File: src/rtl/cascade_irq_ctrl.sv
module cascade_irq_ctrl #(
  parameter int AW = 4
) (
  input  logic          clk,
  input  logic          rst_n,
  input  logic [6:0]    l0_set,
  input  logic [6:0]    l0_clr,
  input  logic [6:0]    l1_set,
  input  logic [6:0]    l1_clr,
  input  logic [7:0]    map_set,
  input  logic [7:0]    map_clr,
  input  logic          reg_wen,
  input  logic [AW-1:0] reg_addr,
  input  logic [7:0]    reg_wdata,
  output logic [7:0]    reg_rdata,
  output logic          irq0,
  output logic          irq1,
  output logic          tclr_strobe
);

  localparam logic [AW-1:0] OFF_L0_STAT = AW'(0);
  localparam logic [AW-1:0] OFF_L0_MASK = AW'(1);
  localparam logic [AW-1:0] OFF_L1_STAT = AW'(2);
  localparam logic [AW-1:0] OFF_L1_MASK = AW'(3);
  localparam logic [AW-1:0] OFF_MAP_STAT = AW'(4);
  localparam logic [AW-1:0] OFF_MAP_M0 = AW'(5);
  localparam logic [AW-1:0] OFF_MAP_M1 = AW'(6);
  localparam logic [AW-1:0] OFF_POL = AW'(7);
  localparam logic [AW-1:0] OFF_TCLR = AW'(8);

  logic [6:0] src0_q, src1_q;
  logic [7:0] lmask0_q, lmask1_q;
  logic [7:0] map_q, route0_q, route1_q, pol_q;
  logic       tclr_q;
  logic       sum0, sum1;
  logic [7:0] stat0, stat1;

  always_ff @(posedge clk) begin
    if (!rst_n) begin
      src0_q <= '0;
      src1_q <= '0;
      map_q  <= '0;
    end else begin
      src0_q <= (src0_q & ~l0_clr) | l0_set;
      src1_q <= (src1_q & ~l1_clr) | l1_set;
      map_q  <= (map_q & ~map_clr) | map_set;
    end
  end

  always_ff @(posedge clk) begin
    if (!rst_n) begin
      lmask0_q <= '0;
      lmask1_q <= '0;
      route0_q <= '0;
      route1_q <= '0;
      pol_q    <= '0;
      tclr_q   <= 1'b0;
    end else begin
      tclr_q <= reg_wen && (reg_addr == OFF_TCLR);
      if (reg_wen) begin
        case (reg_addr)
          OFF_L0_MASK: lmask0_q <= reg_wdata;
          OFF_L1_MASK: lmask1_q <= reg_wdata;
          OFF_MAP_M0:  route0_q <= reg_wdata;
          OFF_MAP_M1:  route1_q <= reg_wdata;
          OFF_POL:     pol_q    <= reg_wdata;
          default: ;
        endcase
      end
    end
  end

  assign sum0  = |(route0_q & map_q);
  assign sum1  = |(route1_q & map_q);
  assign stat0 = {sum0, src0_q};
  assign stat1 = {sum1, src1_q};

  assign irq0        = |(stat0 & lmask0_q);
  assign irq1        = |(stat1 & lmask1_q);
  assign tclr_strobe = tclr_q;

  always_comb begin
    case (reg_addr)
      OFF_L0_STAT:  reg_rdata = stat0;
      OFF_L0_MASK:  reg_rdata = lmask0_q;
      OFF_L1_STAT:  reg_rdata = stat1;
      OFF_L1_MASK:  reg_rdata = lmask1_q;
      OFF_MAP_STAT: reg_rdata = map_q;
      OFF_MAP_M0:   reg_rdata = route0_q;
      OFF_MAP_M1:   reg_rdata = route1_q;
      OFF_POL:      reg_rdata = pol_q;
      default:      reg_rdata = 8'h00;
    endcase
  end


  l0_set_wins_chk: assert property (@(posedge clk) disable iff (!rst_n)
    1'b1 |=> ((src0_q & $past(l0_set)) == $past(l0_set)));


  map_clear_chk: assert property (@(posedge clk) disable iff (!rst_n)
    1'b1 |=> ((map_q & ($past(map_clr) & ~$past(map_set))) == 8'h00));


  route0_reeval_chk: assert property (@(posedge clk) disable iff (!rst_n)
    (reg_wen && reg_addr == OFF_MAP_M0 && map_set == 8'h00 && map_clr == 8'h00)
    |=> (stat0[7] == |($past(reg_wdata) & $past(map_q))));


  route1_reeval_chk: assert property (@(posedge clk) disable iff (!rst_n)
    (reg_wen && reg_addr == OFF_MAP_M1 && map_set == 8'h00 && map_clr == 8'h00)
    |=> (stat1[7] == |($past(reg_wdata) & $past(map_q))));


  pol_hold_chk: assert property (@(posedge clk) disable iff (!rst_n)
    !(reg_wen && reg_addr == OFF_POL) |=> $stable(pol_q));


  tclr_pulse_chk: assert property (@(posedge clk) disable iff (!rst_n)
    tclr_strobe |=> !tclr_strobe || $past(reg_wen && reg_addr == OFF_TCLR));


  tclr_read_chk: assert property (@(posedge clk) disable iff (!rst_n)
    (reg_addr == OFF_TCLR) |-> (reg_rdata == 8'h00));

endmodule

File: config.mk
export PLATFORM = sky130hd
export DESIGN_NAME = cascade_irq_ctrl
export DESIGN_NICKNAME = d
export VERILOG_FILES = /design/src/rtl/cascade_irq_ctrl.sv
export SDC_FILE = /design/constraint.sdc
export NUM_CORES = 1
export LEC_CHECK = 0
export ABC_AREA = 1
export BUFFER_PORTS_ARGS = -buffer_cell sky130_fd_sc_hd__clkbuf_2
export CAP_MARGIN = 30
export CORE_MARGIN = 2
export CORE_UTILIZATION = 53
export DETAILED_ROUTE_END_ITERATION = 10
export PLACE_DENSITY = 0.8
export SLEW_MARGIN = 5
export SYNTH_ARGS = -nofsm -noshare
export SYNTH_HDL_FRONTEND = slang
export SYNTH_SLANG_ARGS = --single-unit
File: constraint.sdc
create_clock -name clk -period 1.08 [get_ports clk]
set_clock_uncertainty 0.05 [all_clocks]
set_input_delay 0 -clock clk [delete_from_list [all_inputs] [get_ports clk]]
set_output_delay 0 -clock clk [all_outputs]
set_load 0.01 [all_outputs]
==> impl_results.md <==
- Worst-path clk slew: 0.07 ns
- Root buf cell: clkbuf_8
- Die width: 79.1 um
- Initial antenna violation count: 0
- Mean number of vias per cell: 5.22
- Dpl ws: -0.0672 ns
- Post-synth ARST share: 0
- DR DRC count: 0
- Clk_lat worst skew: 0.34 ns
- Status: complete, but fails checks
- # H-tree levels: 3
- Number of synthesized register bits: 63
- Kind of critical path: reg2out
- Min Tclk post-route: 1.45 ns
- # diodes: 0
- Via count: 3604
- I/O Buffers: 69
- Layout area overhead: 48.5%
- Crit. End Element: primary output
- Slowest CP cell: dfxtp_2
- TritonCTS clock tree: done
- Top cells by count, synth: 140 x nand2_1, 100 x nor2_1, 63 x dfxtp_1, 42 x inv_1, 38 x o21ai_0
- GRT Total Usage: 0.333
- RSZ-0062 raised after global routing: yes
- Initial Utilization: 0.545
- Routed WL per cell: 14.8 um
- Maxcap violations: 0
- Yosys cell types: 18
- Core ar.: 5470 sq um
- VDD IR-drop max: 1040 uV
- Hold Fails Final Rpt: 0
- Area contributors post-synth: dfxtp_1 42%, nand2_1 18%, nor2_1 13%, o21ai_0 6.4%, a21oi_1 5.9%
- Post-route ant nets: 0
- Synth Cell Area: 2990 sq um
- Number of global-route vias before repair: 3520
- Required time worst endpoint: 1.03 ns
- Pre-antenna DRT Iters: 5
- Relative slew margins: 0.794
- Tot Pwr: 5.16 mW
- Die area: 6250 sq um
- Layout cells sized above 1: 0.275
- Setup-failing EPs final: 10
- Longest Clk Path Bufs: 2
- Largest stage delay, worst path: 0.35 ns
- CP Cell Sequence: nand2_1, nand2_1, nor2_4, nand2_2, nand2_1, nand2_1, inv_1, nand2_1, buf_2
- Post-Syn Instances: 468
- Failing checks: setup timing
- First-pass GRT wire length: 16.0 mm
- Final period utilization: 1.34
- Cts bufs inserted: 9
- Yosys top cell area share: 0.422
- Final #Nets: 673
- Syn Area/Cell: 6.38 sq um
- Layout Utilization: 0.810
- Crit path launch type: flip-flop
- Leakage power: 2.20 nW
- Final Max Tran Viols: 0
- Register area share after synthesis: 0.422
- Routed WL: 10.2 mm
- Die Y: 79.1 um
- Cell with the most instances after synthesis: nand2_1
- HP Class: in2reg
- Routability cong.: 0.912
- Crit path DAT: 1.40 ns
- Gr ovfl total: 0
- Final worst slack: -0.367 ns
- Hpwl dp: 6.63 mm
- Ys Warns: 0
- Post-synth EDFFs: 0
- Worst-margin pin slew: 0.308 ns
- CP dominant cell by count: nand2_1
- DP Cell Count: 618
- Syn Nets: 527
- Site row count: 27
- I/O pin cnt: 70
- Initial DRC count: 303
- Final Non-Filler Cells: 690
- Highest clock rate: 0.691 GHz
- Largest net degree at the start of global routing: 27
- Total clock sinks: 63
- Pwr per Cell Area: 1160 nW/um^2
- Top FF cell, synth: dfxtp_1
- Crit-path max FO: 4
- Area leader, netlist: dfxtp_1
- Filler cells: 378
-- where the power goes --
group          internal (mW)  switching, mW
registers               2.41         0.0806
logic                  0.355          0.342
clock network           1.05          0.923
total                   3.81           1.35
-- through the flow --
stage / hold WS (ns) / setup TNS, ns / instance area [sq um]
after floorplan: 0.0272 / 0 / 2990
after global placement: 0.153 / -0.142 / 3560
after detailed placement: 0.162 / -0.381 / 3560
after CTS: 0.0738 / -1.97 / 4340
after global routing: 0.0999 / -2.82 / 4430
final: 0.0802 / -2.21 / 4430
-- area by class of cell --
cell class              count  area, sq um  area share
clock inverters             4         47.5      0.0107
multi-input cells         349         1570       0.354
flip-flops and latches     63         1300       0.292
inverters                  47          180      0.0406
repair buffers            144         1120       0.252
well taps                  72         90.1      0.0203
clock buffers              11          131      0.0296
-- critical path: cells and delay by family, from the launching register on --
family | cells | cell delay, ns
DFF | 1 | 0.35
and+or+nand+nor | 7 | 0.53
buffers and inverters | 2 | 0.17
-- cells in the final DEF (no fill, tap or decap), types with 10 or more instances in the layout --
cell / Yosys / routed
dfxtp_2: 0 / 19
nor2_1: 100 / 95
nand2_1: 140 / 124
buf_4: 0 / 10
a21oi_1: 35 / 35
dfxtp_1: 63 / 41
nand3_1: 17 / 17
dlygate4sd3_1: 0 / 56
inv_2: 5 / 10
o21ai_0: 38 / 31
inv_1: 42 / 36
nand2_2: 4 / 20
clkbuf_2: 0 / 65
-- repair_timing --
| item | in CTS | in global routing |
|---|---|---|
| setup endpoints to repair | 10 | 38 |
| hold buffers | 56 | 0 |
| pin swaps | 21 | 16 |
| endpoints found under the hold margin | 59 | 0 |
| gates resized for setup | 34 | 38 |
| buffers inserted | 1 | 1 |
-- flip-flops by register name (all words and copies together), names as in the netlist --
register,flops
lmask0_q,8
lmask1_q,8
map_q,8
pol_q,8
route0_q,8
route1_q,8
src0_q,7
src1_q,7
tclr_strobe,1
-- final timing paths --
path                                 start                        to  slack, ns  cells past startpoint
hold reg to reg      pol_q[3]$_SDFFE_PN0P_     pol_q[3]$_SDFFE_PN0P_       0.42                      2
setup reg to reg  route1_q[3]$_SDFFE_PN0P_  route1_q[3]$_SDFFE_PN0P_       0.21                      3
setup / recovery       map_q[0]$_SDFF_PN0_              reg_rdata[7]      -0.37                      9
hold / removal                     reg_wen    tclr_strobe$_SDFF_PN0_       0.08                      3
-- per-layer routing --
metal  global-route usage  vias to the layer above  part of all wire  wire [um]
li1                     -                     1749                 -          -
met1                0.378                     1604              0.38       3890
met2                0.587                      193              0.49       5000
met3               0.0614                       58             0.079        807
met4                0.184                        0             0.049        495
met5                    0                        -                 0          0
-- cell families after synthesis --
| kind of cell | share of synthesized area |
|---|---|
| AND/OR/NAND/NOR | 0.374 |
| AO/OA/AOI/OAI | 0.127 |
| flip-flops | 0.422 |
| buffers and inverters | 0.0759 |
No activity file was read; power rests on OpenSTA's default activity.
